==> config.mk <==
export PLATFORM = sky130hd
export DESIGN_NAME = pipe_hazard_ctrl
export DESIGN_NICKNAME = d
export VERILOG_FILES = /design/src/rtl/hz_pkg.sv /design/src/rtl/hz_load_use.sv /design/src/rtl/hz_fwd_pick.sv /design/src/rtl/hz_stage_ctrl.sv /design/src/rtl/pipe_hazard_ctrl.sv
export SDC_FILE = /design/constraint.sdc
export NUM_CORES = 1
export LEC_CHECK = 0
export ABC_AREA = 1
export BUFFER_PORTS_ARGS = -buffer_cell sky130_fd_sc_hd__buf_2
export CAP_MARGIN = 20
export CORE_ASPECT_RATIO = 0.6
export CORE_UTILIZATION = 40
export CTS_CLUSTER_DIAMETER = 30
export DETAILED_ROUTE_END_ITERATION = 12
export PLACE_DENSITY = 0.71
export SYNTH_ARGS = -nofsm -noshare
export SYNTH_HDL_FRONTEND = slang
export SYNTH_SLANG_ARGS = --single-unit
export TNS_END_PERCENT = 20
==> constraint.sdc <==
create_clock -name clk -period 2 [get_ports clk]
set_input_delay 0.4 -clock clk [delete_from_list [all_inputs] [get_ports clk]]
set_output_delay 0.4 -clock clk [all_outputs]
set_load 0.02 [all_outputs]
==> src/rtl/hz_pkg.sv <==
package hz_pkg;

   typedef enum logic [1:0] {
      OP_ADD   = 2'b00,
      OP_SUB   = 2'b01,
      OP_LOAD  = 2'b10,
      OP_STORE = 2'b11
   } hz_op_e;

   typedef enum logic [1:0] {
      SRC_RF  = 2'b00,
      SRC_MEM = 2'b01,
      SRC_WB  = 2'b10
   } hz_src_e;

   typedef enum logic [1:0] {
      PCS_STEP   = 2'b00,
      PCS_HOLD   = 2'b01,
      PCS_BRANCH = 2'b10
   } hz_pcsel_e;

   localparam int HZ_STAGES = 5;
   localparam int ST_IF  = 0;
   localparam int ST_ID  = 1;
   localparam int ST_EX  = 2;
   localparam int ST_MEM = 3;
   localparam int ST_WB  = 4;

   // opcode produces a result in the ALU (available at the memory stage)
   function automatic logic alu_result(input logic [1:0] op);
      return (op == OP_ADD) || (op == OP_SUB);
   endfunction

   // opcode writes the register file at writeback
   function automatic logic reg_result(input logic [1:0] op);
      return (op == OP_ADD) || (op == OP_SUB) || (op == OP_LOAD);
   endfunction

endpackage

==> src/rtl/hz_load_use.sv <==
module hz_load_use #(
   parameter int REG_ADDR_W = 5
) (
   input  logic [1:0]            ex_op,
   input  logic [REG_ADDR_W-1:0] ex_dst,
   input  logic [REG_ADDR_W-1:0] id_src1,
   input  logic [REG_ADDR_W-1:0] id_src2,
   input  logic                  id_src2_imm,
   output logic                  hit
);
   import hz_pkg::*;

   logic is_load;
   logic match1;
   logic match2;

   always_comb begin
      is_load = (ex_op == OP_LOAD);
      match1  = (ex_dst == id_src1);
      match2  = !id_src2_imm && (ex_dst == id_src2);
      hit     = is_load && (match1 || match2);
   end

endmodule

==> src/rtl/hz_fwd_pick.sv <==
module hz_fwd_pick #(
   parameter int REG_ADDR_W = 5,
   parameter bit FWD_ENABLE = 1'b1
) (
   input  logic [REG_ADDR_W-1:0] src,
   input  logic                  src_is_reg,
   input  logic [1:0]            mem_op,
   input  logic [REG_ADDR_W-1:0] mem_dst,
   input  logic [1:0]            wb_op,
   input  logic [REG_ADDR_W-1:0] wb_dst,
   output logic [1:0]            sel
);
   import hz_pkg::*;

   generate
      if (FWD_ENABLE) begin : g_bypass
         logic live;
         logic from_mem;
         logic from_wb;
         always_comb begin
            live     = src_is_reg && (src != '0);
            from_mem = live && alu_result(mem_op) && (mem_dst == src);
            from_wb  = live && reg_result(wb_op)  && (wb_dst  == src);
            if (from_mem)     sel = SRC_MEM;
            else if (from_wb) sel = SRC_WB;
            else              sel = SRC_RF;
         end
      end else begin : g_no_bypass
         assign sel = SRC_RF;
      end
   endgenerate

endmodule

==> src/rtl/hz_stage_ctrl.sv <==
module hz_stage_ctrl #(
   parameter int PC_W     = 32,
   parameter int PC_STEP  = 4,
   parameter int N_STAGES = 5
) (
   input  logic                clk,
   input  logic                rst_n,
   input  logic                mem_wait,
   input  logic                br_taken,
   input  logic [PC_W-1:0]     br_target,
   input  logic                hazard,
   output logic                stall,
   output logic [N_STAGES-1:0] stage_hold,
   output logic [N_STAGES-1:0] stage_flush,
   output logic                ex_bubble,
   output logic [1:0]          pc_sel,
   output logic [PC_W-1:0]     pc_q
);
   import hz_pkg::*;

   localparam logic [PC_W-1:0] STEP_V = PC_W'(PC_STEP);

   // masks computed from stage positions
   function automatic logic [N_STAGES-1:0] upto(input int last);
      logic [N_STAGES-1:0] m;
      m = '0;
      for (int i = 0; i < N_STAGES; i++) m[i] = (i <= last);
      return m;
   endfunction

   localparam logic [N_STAGES-1:0] ALL_MASK   = '1;
   localparam logic [N_STAGES-1:0] STALL_MASK = upto(ST_ID);
   localparam logic [N_STAGES-1:0] FLUSH_MASK = upto(ST_EX);

   logic [PC_W-1:0] pc_d;

   always_comb begin
      stall       = 1'b0;
      stage_hold  = '0;
      stage_flush = '0;
      ex_bubble   = 1'b0;
      pc_sel      = PCS_STEP;
      pc_d        = pc_q + STEP_V;
      if (mem_wait) begin
         stage_hold = ALL_MASK;
         pc_sel     = PCS_HOLD;
         pc_d       = pc_q;
      end else if (br_taken) begin
         stage_flush = FLUSH_MASK;
         pc_sel      = PCS_BRANCH;
         pc_d        = br_target;
      end else if (hazard) begin
         stall      = 1'b1;
         stage_hold = STALL_MASK;
         ex_bubble  = 1'b1;
         pc_sel     = PCS_HOLD;
         pc_d       = pc_q;
      end
   end

   always_ff @(posedge clk or negedge rst_n) begin
      if (!rst_n) pc_q <= '0;
      else        pc_q <= pc_d;
   end

endmodule

==> src/rtl/pipe_hazard_ctrl.sv <==
module pipe_hazard_ctrl #(
   parameter int REG_ADDR_W = 5,
   parameter int PC_W       = 32,
   parameter int PC_STEP    = 4,
   parameter int N_STAGES   = 5,
   parameter bit FWD_ENABLE = 1'b1
) (
   input  logic                  clk,
   input  logic                  rst_n,
   input  logic [REG_ADDR_W-1:0] id_src1,
   input  logic [REG_ADDR_W-1:0] id_src2,
   input  logic                  id_src2_imm,
   input  logic [1:0]            ex_op,
   input  logic [REG_ADDR_W-1:0] ex_dst,
   input  logic [REG_ADDR_W-1:0] ex_src1,
   input  logic [REG_ADDR_W-1:0] ex_src2,
   input  logic                  ex_src2_imm,
   input  logic [1:0]            mem_op,
   input  logic [REG_ADDR_W-1:0] mem_dst,
   input  logic [1:0]            wb_op,
   input  logic [REG_ADDR_W-1:0] wb_dst,
   input  logic                  mem_wait,
   input  logic                  br_taken,
   input  logic [PC_W-1:0]       br_target,
   output logic [1:0]            fwd_a_sel,
   output logic [1:0]            fwd_b_sel,
   output logic                  load_use_stall,
   output logic [N_STAGES-1:0]   stage_hold,
   output logic [N_STAGES-1:0]   stage_flush,
   output logic                  ex_bubble,
   output logic [1:0]            pc_sel,
   output logic [PC_W-1:0]       pc_q
);
   localparam int N_OPERANDS = 2;

   generate
      if (N_STAGES != hz_pkg::HZ_STAGES) begin : g_bad_depth
         $error("pipe_hazard_ctrl: N_STAGES must be 5");
      end
      if (REG_ADDR_W < 1) begin : g_bad_addr
         $error("pipe_hazard_ctrl: REG_ADDR_W must be at least 1");
      end
      if (PC_W < 3 || PC_STEP < 1) begin : g_bad_pc
         $error("pipe_hazard_ctrl: PC_W or PC_STEP out of range");
      end
   endgenerate

   logic                  hazard;
   logic [REG_ADDR_W-1:0] opnd_src    [N_OPERANDS];
   logic                  opnd_is_reg [N_OPERANDS];
   logic [1:0]            opnd_sel    [N_OPERANDS];

   assign opnd_src[0]    = ex_src1;
   assign opnd_is_reg[0] = 1'b1;
   assign opnd_src[1]    = ex_src2;
   assign opnd_is_reg[1] = !ex_src2_imm;

   hz_load_use #(.REG_ADDR_W(REG_ADDR_W)) u_load_use (
      .ex_op       (ex_op),
      .ex_dst      (ex_dst),
      .id_src1     (id_src1),
      .id_src2     (id_src2),
      .id_src2_imm (id_src2_imm),
      .hit         (hazard)
   );

   generate
      for (genvar k = 0; k < N_OPERANDS; k++) begin : g_opnd
         hz_fwd_pick #(
            .REG_ADDR_W (REG_ADDR_W),
            .FWD_ENABLE (FWD_ENABLE)
         ) u_pick (
            .src        (opnd_src[k]),
            .src_is_reg (opnd_is_reg[k]),
            .mem_op     (mem_op),
            .mem_dst    (mem_dst),
            .wb_op      (wb_op),
            .wb_dst     (wb_dst),
            .sel        (opnd_sel[k])
         );
      end
   endgenerate

   assign fwd_a_sel = opnd_sel[0];
   assign fwd_b_sel = opnd_sel[1];

   hz_stage_ctrl #(
      .PC_W     (PC_W),
      .PC_STEP  (PC_STEP),
      .N_STAGES (N_STAGES)
   ) u_stage_ctrl (
      .clk         (clk),
      .rst_n       (rst_n),
      .mem_wait    (mem_wait),
      .br_taken    (br_taken),
      .br_target   (br_target),
      .hazard      (hazard),
      .stall       (load_use_stall),
      .stage_hold  (stage_hold),
      .stage_flush (stage_flush),
      .ex_bubble   (ex_bubble),
      .pc_sel      (pc_sel),
      .pc_q        (pc_q)
   );

endmodule

==> results.cfg <==
[logic_synthesis]
yosys_warnings = 0
ys_seq_area_share_pct = 25.6
ys_types = 37
yosys.area.top_type = nand2_1
syn-instance-count = 538
synth-edff-count = 0
synthFlopType = dfrtp_1
ys_ff_latch = 32
async_reset_ff_share_pct = 100
synthTopCellsByArea = nand2_1, dfrtp_1, nor2_1
synth_area_sq_um = 3130
synth_top_area_share_pct = 31.3
synth_area_per_cell_sq_um = 5.82

[sta]
max_slew_margin_pct = 50.3
final.setup.tns_ns = 0
period_needed_ns = 1.80
worst-slew-pin-transition_ns = 0.745
rsz0062_at_grt = no
setup_viol = 0
clock.fmax_ghz = 0.557
finalCritPeriodShare_pct = 89.8
drv_slew = 0
hold_viol = 0
skew_ns = 0.00419

[setup_path]
crit_cells = 10
crit_fanout = 9
reg2reg_setup_slack_ns = 0.25
slowest_delay_ns = 0.21
path_delay_family = simple AND/OR/NAND/NOR gates
rr_worst_depth = 10
end_kind = output pin
r2r_end = u_stage_ctrl.pc_q[20]
crit_start = ex_dst[4]
critical_path_buf_inv_count = 3
cp.arrival_ns = 1.40
criticalPathCategory = primary input to output pin
crit_path_end = stage_hold[1]
r2r-start = u_stage_ctrl.pc_q[3]
crit_slowest_cell = buf_2
required_ns = 1.60
worstPathCellList = buf_2 -> inv_2 -> nand2_1 -> nand2_1 -> nor2_1 -> nand3_1 -> nand2_1 -> nand2_1 -> nand2_2 -> buf_2
cp-start-kind = primary input
cpMostUsedCell = nand2_1

[placed_design]
placed_area_sq_um = 3740
dp_hpwl_mm = 7.48
io_buffers = 125
gp_congestion = 0.991

[clock_network]
clock_path_buffers = 2
tritoncts = built
hold_buffers = 0
cts_root_buffer = clkbuf_16
htreeDepth = 2
clk_pin_slew_ns = 0.05
clock-sinks = 32
cts_buffers = 5
cts.repair.resized = 0
clock_latency_ns = 0.29
post-cts-setup-buffer-count = 0

[global_routing]
grt_pass1_wl_mm = 15.9
grt_pass1_vias = 3351
grt_use_total_pct = 25.1
grt_max_degree = 33
antenna_found_initial = 0
grt_overflow = 0

[finish]
nNetsFinal = 733
final_common_cell = nand2_1
synthToLayoutAreaGrowth_pct = 24.2
reg_top3 = u_stage_ctrl.pc_q (32)
fill_cells = 820
layout_common_cells = nand2_1, buf_2, nor2_1
layout.area.seq_sq_um = 801
multi_input_area_sq_um = 1930
diodes = 0
finalInstanceArea_sq_um = 3890
utilization_pct = 52.4
regMostFlops = u_stage_ctrl.pc_q
largest_reg_flops = 32
drive_above_1_share_pct = 23.7

[flow_run]
maxCapViolations = 0

[pwr]
power_density_nw_per_um2 = 619
p_leak_nw = 2.26
ir_worst_vdd_uv = 303

[status]
status = completed

[worst_hold_path]
hp-class = primary input to async pin

[floorplanning]
die_x_um = 116
ios = 129
start_util_pct = 42.2
dieHeight_um = 70.5
core_sq_um = 7420
rows = 24
dieArea_sq_um = 8190

[route]
antenna_left = 0
wl_per_cell_um = 12.4
routed_via_density = 4.81
vias = 3648
dr.first_iter.drc_count = 276
drcViolationCount = 0
totalWireLength_mm = 9.43
first_pass_iters = 5
## synth_stat cells, types with 4 or more instances
| cell type | instances |
|---|---|
| dfrtp_1 | 32 |
| nand4_1 | 5 |
| xor2_1 | 6 |
| o21bai_1 | 4 |
| o22ai_1 | 6 |
| inv_1 | 50 |
| nor2_1 | 61 |
| nand3_1 | 33 |
| buf_4 | 14 |
| nand2_1 | 261 |
| xnor2_1 | 7 |
| o21ai_0 | 10 |
## worst min path at each step
stage                         start  slack [ns]                    to
5_1_grt                       rst_n        0.24  u_stage_ctrl.pc_q[4]
3_3_place_gp   u_stage_ctrl.pc_q[0]        0.46  u_stage_ctrl.pc_q[0]
3_5_place_dp   u_stage_ctrl.pc_q[1]        0.47  u_stage_ctrl.pc_q[1]
2_1_floorplan                 rst_n        0.10  u_stage_ctrl.pc_q[0]
6_report                      rst_n        0.18  u_stage_ctrl.pc_q[6]
4_1_cts                       rst_n        0.21  u_stage_ctrl.pc_q[7]
## layout make-up
class	instances	share of cell area [%]
multi-input combinational	429	49.7
sequential	32	20.6
timing repair buffer	132	17.5
inverter	53	5.12
clock buffer	8	3.77
tap	104	3.35
## cells by family after synthesis
group | synth area share, %
AO/OA/AOI/OAI | 5.52
XOR/XNOR | 3.64
adder cells (fa/ha/maj) | 0.400
buffers and inverters | 12.8
flip-flops | 25.6
multiplexers | 0.960
other | 0.120
AND/OR/NAND/NOR | 51.0
## layer usage
layer / global-route usage (%) / vias to the layer above / wire length, um
li1: - / 1867 / -
met1: 37.0 / 1639 / 4840
met2: 36.2 / 124 / 3790
met3: 5.47 / 18 / 631
met4: 7.41 / 0 / 170
met5: 0 / - / 0
## metrics by stage
| step | std cells | power [mW] | worst slack, ns | hold slack (ns) |
|---|---|---|---|---|
| floorplan | 539 | 1.35 | 0.244 | 0.104 |
| global placement | 750 | 1.62 | 0.227 | 0.457 |
| detailed placement | 750 | 1.64 | 0.177 | 0.470 |
| CTS | 758 | 2.42 | 0.177 | 0.206 |
| global route | 758 | 2.56 | 0.0335 | 0.239 |
| finish | 758 | 2.41 | 0.204 | 0.179 |
## where the power goes
group | total [mW] | leakage (nW) | switching [mW] | internal [mW]
sequential | 0.870 | 0.400 | 0.138 | 0.733
combinational | 0.764 | 1.79 | 0.475 | 0.289
clock | 0.773 | 0.0712 | 0.277 | 0.496
No activity file was read; power rests on OpenSTA's default activity.
